[src/rtl/clksw_pkg.sv]
package clksw_pkg;

  typedef enum logic {
    ST_RUN    = 1'b0,
    ST_FREEZE = 1'b1
  } sw_state_e;

  // A source code is a PLL output when its bit in the mask is set.
  function automatic logic is_pll_code(input logic [255:0] mask, input int unsigned code);
    return mask[code];
  endfunction

endpackage

[src/rtl/clksw_req_regs.sv]
module clksw_req_regs #(
  parameter int unsigned SRC_W   = 3,
  parameter int unsigned DIV_W   = 4,
  parameter int unsigned RST_SRC = 0,
  parameter int unsigned RST_DIV = 0
) (
  input  logic             clk,
  input  logic             rst_n,
  input  logic             wr_acc,
  input  logic [SRC_W-1:0] wr_src,
  input  logic [DIV_W-1:0] wr_div,
  input  logic             wr_ctl,
  input  logic             ctl_hold,
  input  logic             ctl_ie,
  input  logic             abort,
  input  logic [SRC_W-1:0] cur_src,
  input  logic [DIV_W-1:0] cur_div,
  output logic [SRC_W-1:0] nsrc_q,
  output logic [DIV_W-1:0] ndiv_q,
  output logic             hold_q,
  output logic             ie_q
);

  logic [SRC_W-1:0] nsrc_d;
  logic [DIV_W-1:0] ndiv_d;
  logic             req_en;

  always_comb begin
    req_en = wr_acc | abort;
    nsrc_d = abort ? cur_src : wr_src;
    ndiv_d = abort ? cur_div : wr_div;
  end

  always_ff @(posedge clk or negedge rst_n) begin
    if (!rst_n) begin
      nsrc_q <= SRC_W'(RST_SRC);
      ndiv_q <= DIV_W'(RST_DIV);
    end else if (req_en) begin
      nsrc_q <= nsrc_d;
      ndiv_q <= ndiv_d;
    end
  end

  always_ff @(posedge clk or negedge rst_n) begin
    if (!rst_n) begin
      hold_q <= 1'b0;
      ie_q   <= 1'b0;
    end else if (wr_ctl) begin
      hold_q <= ctl_hold;
      ie_q   <= ctl_ie;
    end
  end

  // a request changes only on an accepted write or a timeout fallback
  p_req_guard_r2: assert property (@(posedge clk) disable iff (!rst_n)
    (!wr_acc && !abort) |=> ($stable(nsrc_q) && $stable(ndiv_q)));

endmodule

[src/rtl/clksw_lock_timer.sv]
module clksw_lock_timer #(
  parameter int unsigned LOCK_TMO = 16
) (
  input  logic clk,
  input  logic rst_n,
  input  logic run,
  output logic expired
);

  localparam int unsigned CNT_W = $clog2(LOCK_TMO + 1);
  localparam logic [CNT_W-1:0] LAST = CNT_W'(LOCK_TMO - 1);

  logic [CNT_W-1:0] cnt_q;
  logic [CNT_W-1:0] cnt_d;

  always_comb begin
    expired = run && (cnt_q == LAST);
    if (!run || expired) cnt_d = '0;
    else                 cnt_d = cnt_q + 1'b1;
  end

  always_ff @(posedge clk or negedge rst_n) begin
    if (!rst_n) cnt_q <= '0;
    else        cnt_q <= cnt_d;
  end

  // the wait window never runs past its limit
  p_cnt_bound_r9: assert property (@(posedge clk) disable iff (!rst_n)
    cnt_q <= LAST);

endmodule

[src/rtl/clksw_seq.sv]
module clksw_seq
  import clksw_pkg::*;
#(
  parameter int unsigned SRC_W    = 3,
  parameter int unsigned DIV_W    = 4,
  parameter int unsigned RST_SRC  = 0,
  parameter int unsigned RST_DIV  = 0,
  parameter logic [255:0] PLL_MASK = 256'hC0
) (
  input  logic                 clk,
  input  logic                 rst_n,
  input  logic                 wr_acc,
  input  logic [SRC_W-1:0]     wr_src,
  input  logic [DIV_W-1:0]     wr_div,
  input  logic [SRC_W-1:0]     nsrc,
  input  logic [DIV_W-1:0]     ndiv,
  input  logic                 hold,
  input  logic                 clr_flag,
  input  logic [(1<<SRC_W)-1:0] osc_ready,
  input  logic                 pll_lock,
  input  logic                 tmo_hit,
  output logic [SRC_W-1:0]     cur_src,
  output logic [DIV_W-1:0]     cur_div,
  output logic                 nrdy_q,
  output logic                 ordy_q,
  output logic                 swif_q,
  output logic                 fault_q,
  output logic                 freeze,
  output logic                 abort
);

  sw_state_e        st_q, st_d;
  logic [SRC_W-1:0] cur_d;
  logic [DIV_W-1:0] div_d;
  logic             nrdy_d, ordy_d, swif_d, fault_d;
  logic             pending, tgt_ok, pll_in_chg, set_flag, commit;

  always_comb begin
    pending    = (nsrc != cur_src) || (ndiv != cur_div);
    tgt_ok     = (nsrc == cur_src) || osc_ready[nsrc];
    pll_in_chg = is_pll_code(PLL_MASK, int'(nsrc)) &&
                 is_pll_code(PLL_MASK, int'(cur_src)) && (nsrc != cur_src);
  end

  always_comb begin
    st_d     = st_q;
    nrdy_d   = nrdy_q;
    ordy_d   = ordy_q;
    fault_d  = fault_q;
    set_flag = 1'b0;
    commit   = 1'b0;
    abort    = 1'b0;
    case (st_q)
      ST_FREEZE: begin
        if (pll_lock) begin
          commit = 1'b1;
          st_d   = ST_RUN;
        end else if (tmo_hit) begin
          fault_d = 1'b1;
          nrdy_d  = 1'b0;
          ordy_d  = 1'b1;
          abort   = 1'b1;
          st_d    = ST_RUN;
        end
      end
      default: begin
        if (wr_acc) begin
          nrdy_d = 1'b0;
          ordy_d = (wr_src == cur_src) && (wr_div == cur_div);
        end else if (nrdy_q) begin
          if (!hold) begin
            if (pll_in_chg) st_d = ST_FREEZE;
            else            commit = 1'b1;
          end
        end else if (pending && tgt_ok) begin
          nrdy_d   = 1'b1;
          set_flag = 1'b1;
        end
      end
    endcase
    if (commit) begin
      nrdy_d = 1'b0;
      ordy_d = 1'b1;
    end
    cur_d  = commit ? nsrc : cur_src;
    div_d  = commit ? ndiv : cur_div;
    swif_d = set_flag ? 1'b1 : (clr_flag ? 1'b0 : swif_q);
  end

  always_ff @(posedge clk or negedge rst_n) begin
    if (!rst_n) begin
      st_q    <= ST_RUN;
      cur_src <= SRC_W'(RST_SRC);
      cur_div <= DIV_W'(RST_DIV);
      nrdy_q  <= 1'b0;
      ordy_q  <= 1'b1;
      swif_q  <= 1'b0;
      fault_q <= 1'b0;
    end else begin
      st_q    <= st_d;
      cur_src <= cur_d;
      cur_div <= div_d;
      nrdy_q  <= nrdy_d;
      ordy_q  <= ordy_d;
      swif_q  <= swif_d;
      fault_q <= fault_d;
    end
  end

  assign freeze = (st_q == ST_FREEZE);

  // without readiness the current setting never moves
  p_wait_stable_r3: assert property (@(posedge clk) disable iff (!rst_n)
    (!nrdy_q && !freeze) |=> ($stable(cur_src) && $stable(cur_div)));

  // readiness always arrives together with the flag
  p_flag_with_ready_r4: assert property (@(posedge clk) disable iff (!rst_n)
    $rose(nrdy_q) |-> swif_q);

  // an unheld, ordinary ready switch commits on the next edge
  p_commit_r5: assert property (@(posedge clk) disable iff (!rst_n)
    (!freeze && nrdy_q && !hold && !wr_acc && !pll_in_chg) |=> (!nrdy_q && ordy_q));

  // a held switch stays pending on the old setting
  p_hold_r6: assert property (@(posedge clk) disable iff (!rst_n)
    (!freeze && nrdy_q && hold && !wr_acc) |=> (nrdy_q && $stable(cur_src)));

  // the frozen clock stays stopped until lock or timeout
  p_freeze_r8: assert property (@(posedge clk) disable iff (!rst_n)
    (freeze && !pll_lock && !tmo_hit) |=> (freeze && $stable(cur_src)));

  // the lock fault is sticky
  p_fault_sticky_r9: assert property (@(posedge clk) disable iff (!rst_n)
    fault_q |=> fault_q);

endmodule

[src/rtl/clk_switch_ctrl.sv]
module clk_switch_ctrl #(
  parameter int unsigned  SRC_W    = 3,
  parameter int unsigned  DIV_W    = 4,
  parameter int unsigned  RST_SRC  = 0,
  parameter int unsigned  RST_DIV  = 0,
  parameter int unsigned  LOCK_TMO = 16,
  parameter logic [255:0] PLL_MASK = 256'hC0
) (
  input  logic                  clk,
  input  logic                  rst_n,
  input  logic                  sw_enable,
  input  logic                  wr_req,
  input  logic [SRC_W-1:0]      wr_src,
  input  logic [DIV_W-1:0]      wr_div,
  input  logic                  wr_ctl,
  input  logic                  ctl_hold,
  input  logic                  ctl_ie,
  input  logic                  clr_flag,
  input  logic [(1<<SRC_W)-1:0] osc_ready,
  input  logic                  pll_lock,
  output logic [SRC_W-1:0]      req_src,
  output logic [DIV_W-1:0]      req_div,
  output logic [SRC_W-1:0]      cur_src,
  output logic [DIV_W-1:0]      cur_div,
  output logic                  hold_q,
  output logic                  new_ready,
  output logic                  osc_ok,
  output logic                  sw_flag,
  output logic                  sw_irq,
  output logic                  clk_run,
  output logic                  lock_fault
);

  logic wr_acc, ie_q, freeze, abort, tmo_hit, lock_wait;

  assign wr_acc    = wr_req && sw_enable && !freeze;
  assign lock_wait = freeze && !pll_lock;
  assign clk_run   = !freeze;
  assign sw_irq    = sw_flag && ie_q;

  clksw_req_regs #(
    .SRC_W(SRC_W), .DIV_W(DIV_W), .RST_SRC(RST_SRC), .RST_DIV(RST_DIV)
  ) u_req (
    .clk(clk), .rst_n(rst_n), .wr_acc(wr_acc), .wr_src(wr_src), .wr_div(wr_div),
    .wr_ctl(wr_ctl), .ctl_hold(ctl_hold), .ctl_ie(ctl_ie), .abort(abort),
    .cur_src(cur_src), .cur_div(cur_div), .nsrc_q(req_src), .ndiv_q(req_div),
    .hold_q(hold_q), .ie_q(ie_q)
  );

  clksw_lock_timer #(.LOCK_TMO(LOCK_TMO)) u_tmr (
    .clk(clk), .rst_n(rst_n), .run(lock_wait), .expired(tmo_hit)
  );

  clksw_seq #(
    .SRC_W(SRC_W), .DIV_W(DIV_W), .RST_SRC(RST_SRC), .RST_DIV(RST_DIV),
    .PLL_MASK(PLL_MASK)
  ) u_seq (
    .clk(clk), .rst_n(rst_n), .wr_acc(wr_acc), .wr_src(wr_src), .wr_div(wr_div),
    .nsrc(req_src), .ndiv(req_div), .hold(hold_q), .clr_flag(clr_flag),
    .osc_ready(osc_ready), .pll_lock(pll_lock), .tmo_hit(tmo_hit),
    .cur_src(cur_src), .cur_div(cur_div), .nrdy_q(new_ready), .ordy_q(osc_ok),
    .swif_q(sw_flag), .fault_q(lock_fault), .freeze(freeze), .abort(abort)
  );

  // with writes disabled the request does not move
  p_locked_out_r2: assert property (@(posedge clk) disable iff (!rst_n)
    (wr_req && !sw_enable && !freeze) |=> ($stable(req_src) && $stable(req_div)));

endmodule

[config.mk]
export PLATFORM = sky130hd
export DESIGN_NAME = clk_switch_ctrl
export DESIGN_NICKNAME = d
export VERILOG_FILES = /design/src/rtl/clksw_pkg.sv /design/src/rtl/clksw_req_regs.sv /design/src/rtl/clksw_lock_timer.sv /design/src/rtl/clksw_seq.sv /design/src/rtl/clk_switch_ctrl.sv
export SDC_FILE = /design/constraint.sdc
export NUM_CORES = 1
export LEC_CHECK = 0
export BUFFER_PORTS_ARGS = -buffer_cell sky130_fd_sc_hd__buf_2
export CAP_MARGIN = 15
export CORE_MARGIN = 1.5
export CORE_UTILIZATION = 50
export CTS_BUF_LIST = sky130_fd_sc_hd__clkbuf_16
export CTS_CLUSTER_DIAMETER = 40
export DETAILED_ROUTE_END_ITERATION = 8
export PLACE_DENSITY = 0.86
export SYNTH_ARGS = -nofsm -noshare
export SYNTH_HDL_FRONTEND = slang
export SYNTH_SLANG_ARGS = --single-unit
[constraint.sdc]
create_clock -name clk -period 2.1 [get_ports clk]
set_input_delay 0.315 -clock clk [delete_from_list [all_inputs] [get_ports clk]]
set_output_delay 0.315 -clock clk [all_outputs]
set_load 0.01 [all_outputs]
==> out/qor.txt, run 1 <==
outcome -> finished, final reports clean
unrepaired setup endpoints after global routing -> no
Syn Inst Count -> 128
Clock Skew -> 0.00266 ns
max-cap viol count -> 0
Post-Syn Area -> 1410 µm²
initial antenna violation count -> 0
gr usage total -> 0.214
row count -> 19
Placed Area -> 1670 µm²
Remaining Overflow, GRT -> 0
post-synthesis async set-or-reset flop share -> 1.00
WL/cell -> 14.9 µm
clock latency on the worst-skew pair -> 0.26 ns
leak pwr -> 0.869 nW
Syn Nets -> 154
Post-Layout Cell Count -> 207
DRC errors left -> 0
sequential area share after synthesis -> 0.463
critical path arrival -> 2.07 ns
Worst setup EP type -> flop
largest net degree at the start of global routing -> 27
Yosys cell types -> 39
nets -> 203
layout cells sized above 1 -> 0.369
Die W -> 56.1 µm
placed cells -> 203
TNS Setup -> 0 ns
CP max stage delay -> 0.41 ns
FF+latch count, synth -> 26
Final Hold Viols -> 0
fin crit share -> 0.912
most frequent cell on the critical path -> ha_1
slew at the pin with the worst max-slew slack -> 0.606 ns
Routed Antenna Nets -> 0
min cycle time layout -> 1.91 ns
vias per cell -> 5.62
final HPWL from detailed placement -> 2.31 mm
Die Area -> 3140 µm²
Setup crit start kind -> flop
CTS max path bufs -> 2
TritonRoute pass-1 iters -> 5
Root Driver -> clkbuf_16
pwr dens -> 1120 nW/µm²
Post-synth EDFFs -> 0
CP Cell Sequence -> ha_1 > and3_1 > ha_1 > or3_1 > a21boi_0 > a211oi_1
Critical Path Fanout Max -> 7
PortBufs -> 44
CTS tree -> built
hold_ws -> 0.0598 ns
Worst Hold Class -> input pin to async pin
Max VDD drop -> 0.928 mV
final WL -> 3.08 mm
Starting Density -> 0.519
Max Slew Vio Count -> 0
Req. time, crit path -> 2.26 ns
Yosys warnings -> 0
design area -> 1750 µm²
Max stage delay cell, worst path -> or3_1
Pwr Total -> 1.97 mW
TritonCTS buffer count -> 3
Avg Inst Size Synth -> 11.0 µm²
gpl congestion -> 0.776
vias in the first global route -> 1,157
ys flop type -> dfrtp_1
Core Area -> 2710 µm²
drt initial violations -> 31
Sink Count -> 26
Final setup viols -> 0
H-tree depth -> 1
Top Ports -> 45
setup bufs post-CTS -> 0
Max Freq -> 0.522 GHz
die height -> 56.1 µm
Slew HR -> 0.594
first-pass GRT wire length -> 5.37 mm
clock slew at reported path FFs -> 0.06 ns
critical path class -> flop to flop
via count -> 1,163
Area Overhead vs Synth -> 24.5%
Ant. Diodes -> 0
## metrics by stage
step / utilization / worst slack, ns
final: 0.647 / 0.186
after global routing: 0.647 / 0.0465
after CTS: 0.647 / 0.209
after detailed placement: 0.616 / -0.114
after global placement: 0.616 / 0.00785
after floorplan: - / 0.376
## final timing paths
path                                      from         endpoint  slack [ns]  cells after the start
worst max register to register  u_tmr.cnt_q[0]     u_seq.nrdy_q        0.19                      6
max in group asynchronous                rst_n  u_req.nsrc_q[0]        1.65                      1
min in group clk                      clr_flag     u_seq.swif_q        0.24                      2
worst min register to register   u_seq.fault_q    u_seq.fault_q        0.48                      1
worst max-delay path            u_tmr.cnt_q[0]     u_seq.nrdy_q        0.19                      6
worst min-delay path                     rst_n    u_seq.fault_q        0.06                      1
## worst max-delay path: cells and delay by family, from the launching register on
family / cells / cell delay [ns]
AOI/OAI and AO/OA: 2 / 0.43
adders and majority gates: 2 / 0.42
DFF: 1 / 0.38
and+or+nand+nor: 2 / 0.58
## synth_stat cells (all sizes together) (2+ instances only)
master	n	area share
mux2i	11	0.078
xnor2	10	0.062
nor2	6	0.016
xor2	7	0.044
buf	5	0.027
nand2	10	0.027
o41ai	2	0.012
inv	6	0.016
nand3	4	0.014
ha	2	0.018
nand4	3	0.013
o21ai	8	0.028
dfrtp	25	0.44
mux2	8	0.083
## power by group
part	switching (mW)	leakage (nW)	internal, mW
clock	0.165	0.0385	0.255
combinational	0.332	0.510	0.399
sequential	0.189	0.320	0.628
## layout by cell type (no fill, tap or decap), types with 2 or more instances in the layout
master	count
xor2_1	7
nor2_1	6
o41ai_1	2
xnor2_1	10
mux2i_1	11
o21ai_0	6
mux2_4	7
o21ai_1	2
nand3_1	4
nand4_1	3
clkbuf_16	3
buf_2	44
buf_4	6
nand2_1	10
dfrtp_1	25
ha_1	2
inv_1	5
## what timing repair did
| action | in CTS | in global routing |
|---|---|---|
| resized for setup | 1 | 0 |
| endpoints found under the setup margin | 6 | 0 |
| hold buffers | 0 | 0 |
| endpoints found under the hold margin | 0 | 0 |
## cell type report
class	instances	area [µm²]
clock buffer	3	75.1
clock inverter	1	3.75
fill	235	957
inverter	6	22.5
multi-input combinational	90	696
sequential	26	652
tap	31	38.8
timing repair buffer	50	265
## registers in the layout, summed over array words and instances, names as in the netlist
register / flops
u_req.hold_q: 1
u_req.ie_q: 1
u_req.ndiv_q: 4
u_req.nsrc_q: 3
u_seq.cur_div: 4
u_seq.cur_src: 3
u_seq.fault_q: 1
u_seq.freeze: 1
u_seq.nrdy_q: 1
u_seq.ordy_q: 1
u_seq.swif_q: 1
u_tmr.cnt_q: 5
## cell families (layout without fill, tap and decap cells)
kind of cell,count (synthesis),count (layout),synth area share
AO/OA/AOI/OAI,20,20,0.0951
adder cells (fa/ha/maj),2,2,0.0178
AND/OR/NAND/NOR,32,32,0.111
XOR/XNOR,17,17,0.106
buffers and inverters,12,60,0.0462
flip-flops,26,26,0.463
multiplexers,19,19,0.161
## routing by layer
metal  routed length [µm]  vias up  GRT usage
met5                    0        -          0
met4                   19        0     0.0510
met3                  140        2     0.0279
met2                 1670       36      0.376
met1                 1250      580      0.279
li1                     -      545          -
Note: power is estimated with default switching activity, not from simulation.
==> inputs of run 2 (changes only) <==
CORE_UTILIZATION = 52   (was 50)
CTS_BUF_LIST = sky130_fd_sc_hd__clkbuf_4 sky130_fd_sc_hd__clkbuf_8   (was sky130_fd_sc_hd__clkbuf_16)
PLACE_DENSITY = 0.88   (was 0.86)
==> out/qor.txt, run 2 (synthesis gave the netlist of run 1 again) <==
Die Area -> 3030 µm²
PortBufs -> 44
R2R cell count -> 6
clock slew at reported path FFs -> 0.14 ns
logic gate share of total power -> 0.407
Slew HR -> 0.612
unrepaired setup endpoints after global routing -> no
setup bufs post-CTS -> 0
Req. time, crit path -> 2.37 ns
Reg-to-Reg End -> u_seq.ordy_q
commonest non-fill, non-tap cells in the layout -> buf_2 (44), dfrtp_1 (25), mux2i_1 (11), xnor2_1 (10), nand2_1 (10)
max reg flops -> 5
Clk pwr share -> 0.141
Pwr Total -> 1.81 mW
Flop pwr share -> 0.452
TritonCTS buffer count -> 3
Remaining Overflow, GRT -> 0
Layout Utilization -> 0.673
die height -> 55.0 µm
Final Hold Viols -> 0
Hold Path End -> u_seq.swif_q
H-tree depth -> 1
Routed Antenna Nets -> 0
Top Ports -> 45
Starting Density -> 0.558
Worst setup EP type -> flop
Critical Path Fanout Max -> 7
Setup crit start kind -> flop
via count -> 1,133
max-cap viol count -> 0
nets -> 201
CTS tree -> built
vias in the first global route -> 1,101
Worst Hold Class -> input pin to flop
biggest regs -> u_tmr.cnt_q x5, u_req.ndiv_q x4, u_seq.cur_div x4
Die W -> 55.0 µm
Max Freq -> 0.519 GHz
largest net degree at the start of global routing -> 27
Final setup viols -> 0
critical path class -> flop to flop
gr usage total -> 0.227
layout cells sized above 1 -> 0.362
initial antenna violation count -> 0
Max Slew Vio Count -> 0
Sw Ratio -> 0.374
TNS Setup -> 0 ns
row count -> 18
r2r setup slk -> 0.17 ns
DRC errors left -> 0
fin crit share -> 0.918
Internal -> 1.13 mW
design area -> 1700 µm²
WL/cell -> 15.5 µm
drt initial violations -> 25
slew at the pin with the worst max-slew slack -> 0.582 ns
Hold Path Depth -> 2
Worst R2R Start -> u_tmr.cnt_q[0]
pwr dens -> 1060 nW/µm²
TritonRoute pass-1 iters -> 4
Ant. Diodes -> 0
Largest Register -> u_tmr.cnt_q
PnR worst setup slack -> 0.172 ns
most common cell after layout, fill and taps aside -> buf_2
final WL -> 3.17 mm
Root Driver -> clkbuf_4
Sw Pwr -> 0.675 mW
Clock Skew -> 0.00312 ns
first-pass GRT wire length -> 4.84 mm
Max VDD drop -> 0.754 mV
clock latency on the worst-skew pair -> 0.32 ns
Place WS -> 0.228 ns
CTS max path bufs -> 2
Area Overhead vs Synth -> 20.5%
leak pwr -> 0.839 nW
hold path start -> clr_flag
min cycle time layout -> 1.93 ns
gpl congestion -> 0.793
Fillers -> 212
final HPWL from detailed placement -> 2.34 mm
critical path arrival -> 2.19 ns
Sink Count -> 26
Placed Area -> 1650 µm²
outcome -> finished, final reports clean
Core Area -> 2520 µm²
vias per cell -> 5.55
run 2: worst max path at each step:
stage	from	endpoint	slack, ns	depth (start not counted)
global route	u_tmr.cnt_q[0]	u_seq.nrdy_q	0.04	6
CTS	u_tmr.cnt_q[0]	u_req.ndiv_q[1]	0.15	7
global placement	u_tmr.cnt_q[0]	u_seq.ordy_q	0.30	6
detailed placement	u_tmr.cnt_q[0]	u_seq.ordy_q	0.23	6
floorplan	u_tmr.cnt_q[0]	u_seq.ordy_q	0.38	7
finish	u_tmr.cnt_q[0]	u_seq.ordy_q	0.17	6
run 2: through the flow:
step | hold WS [ns] | std cells
finish | 0.163 | 204
global route | 0.148 | 204
CTS | 0.162 | 204
detailed placement | 0.352 | 199
global placement | 0.336 | 199
floorplan | 0.0194 | 128
run 2: area by class of cell:
class	instances	area, µm²	share of cell area
clock buffer	4	36.3	0.0214
timing repair buffer	48	253	0.149
sequential	26	652	0.384
tap	30	37.5	0.0221
multi-input combinational	90	696	0.410
inverter	6	22.5	0.0133
run 2: critical path, cell delays in order, from the launching register on:
cell and delay, ns:
dfrtp_1 0.42, ha_1 0.22, and3_1 0.17, ha_1 0.20
or3_1 0.42, a21boi_0 0.22, o22a_1 0.22
run 2: layer usage:
metal / share of wire / track usage / wire [µm] / vias to the layer above
met2: 0.52 / 0.393 / 1660 / 38
li1: - / - / - / 538
met1: 0.42 / 0.297 / 1340 / 553
met5: 0 / 0 / 0 / -
met4: 0.0076 / 0.0691 / 24 / 0
met3: 0.047 / 0.0296 / 148 / 4
run 2: power by group through the flow:
| stage | Clock (mW) | Sequential (mW) | Combinational, mW |
|---|---|---|---|
| floorplan | 0 | 0.841 | 0.462 |
| global placement | 0 | 0.814 | 0.711 |
| detailed placement | 0 | 0.822 | 0.739 |
| CTS | 0.256 | 0.813 | 0.744 |
| global route | 0.274 | 0.844 | 0.800 |
| finish | 0.254 | 0.817 | 0.735 |
run 2: repair_timing:
action | 4_1_cts | 5_1_grt
setup endpoints to repair | 0 | 3
hold buffers | 1 | 0
gates resized for setup | 0 | 1
hold endpoints to repair | 25 | 0
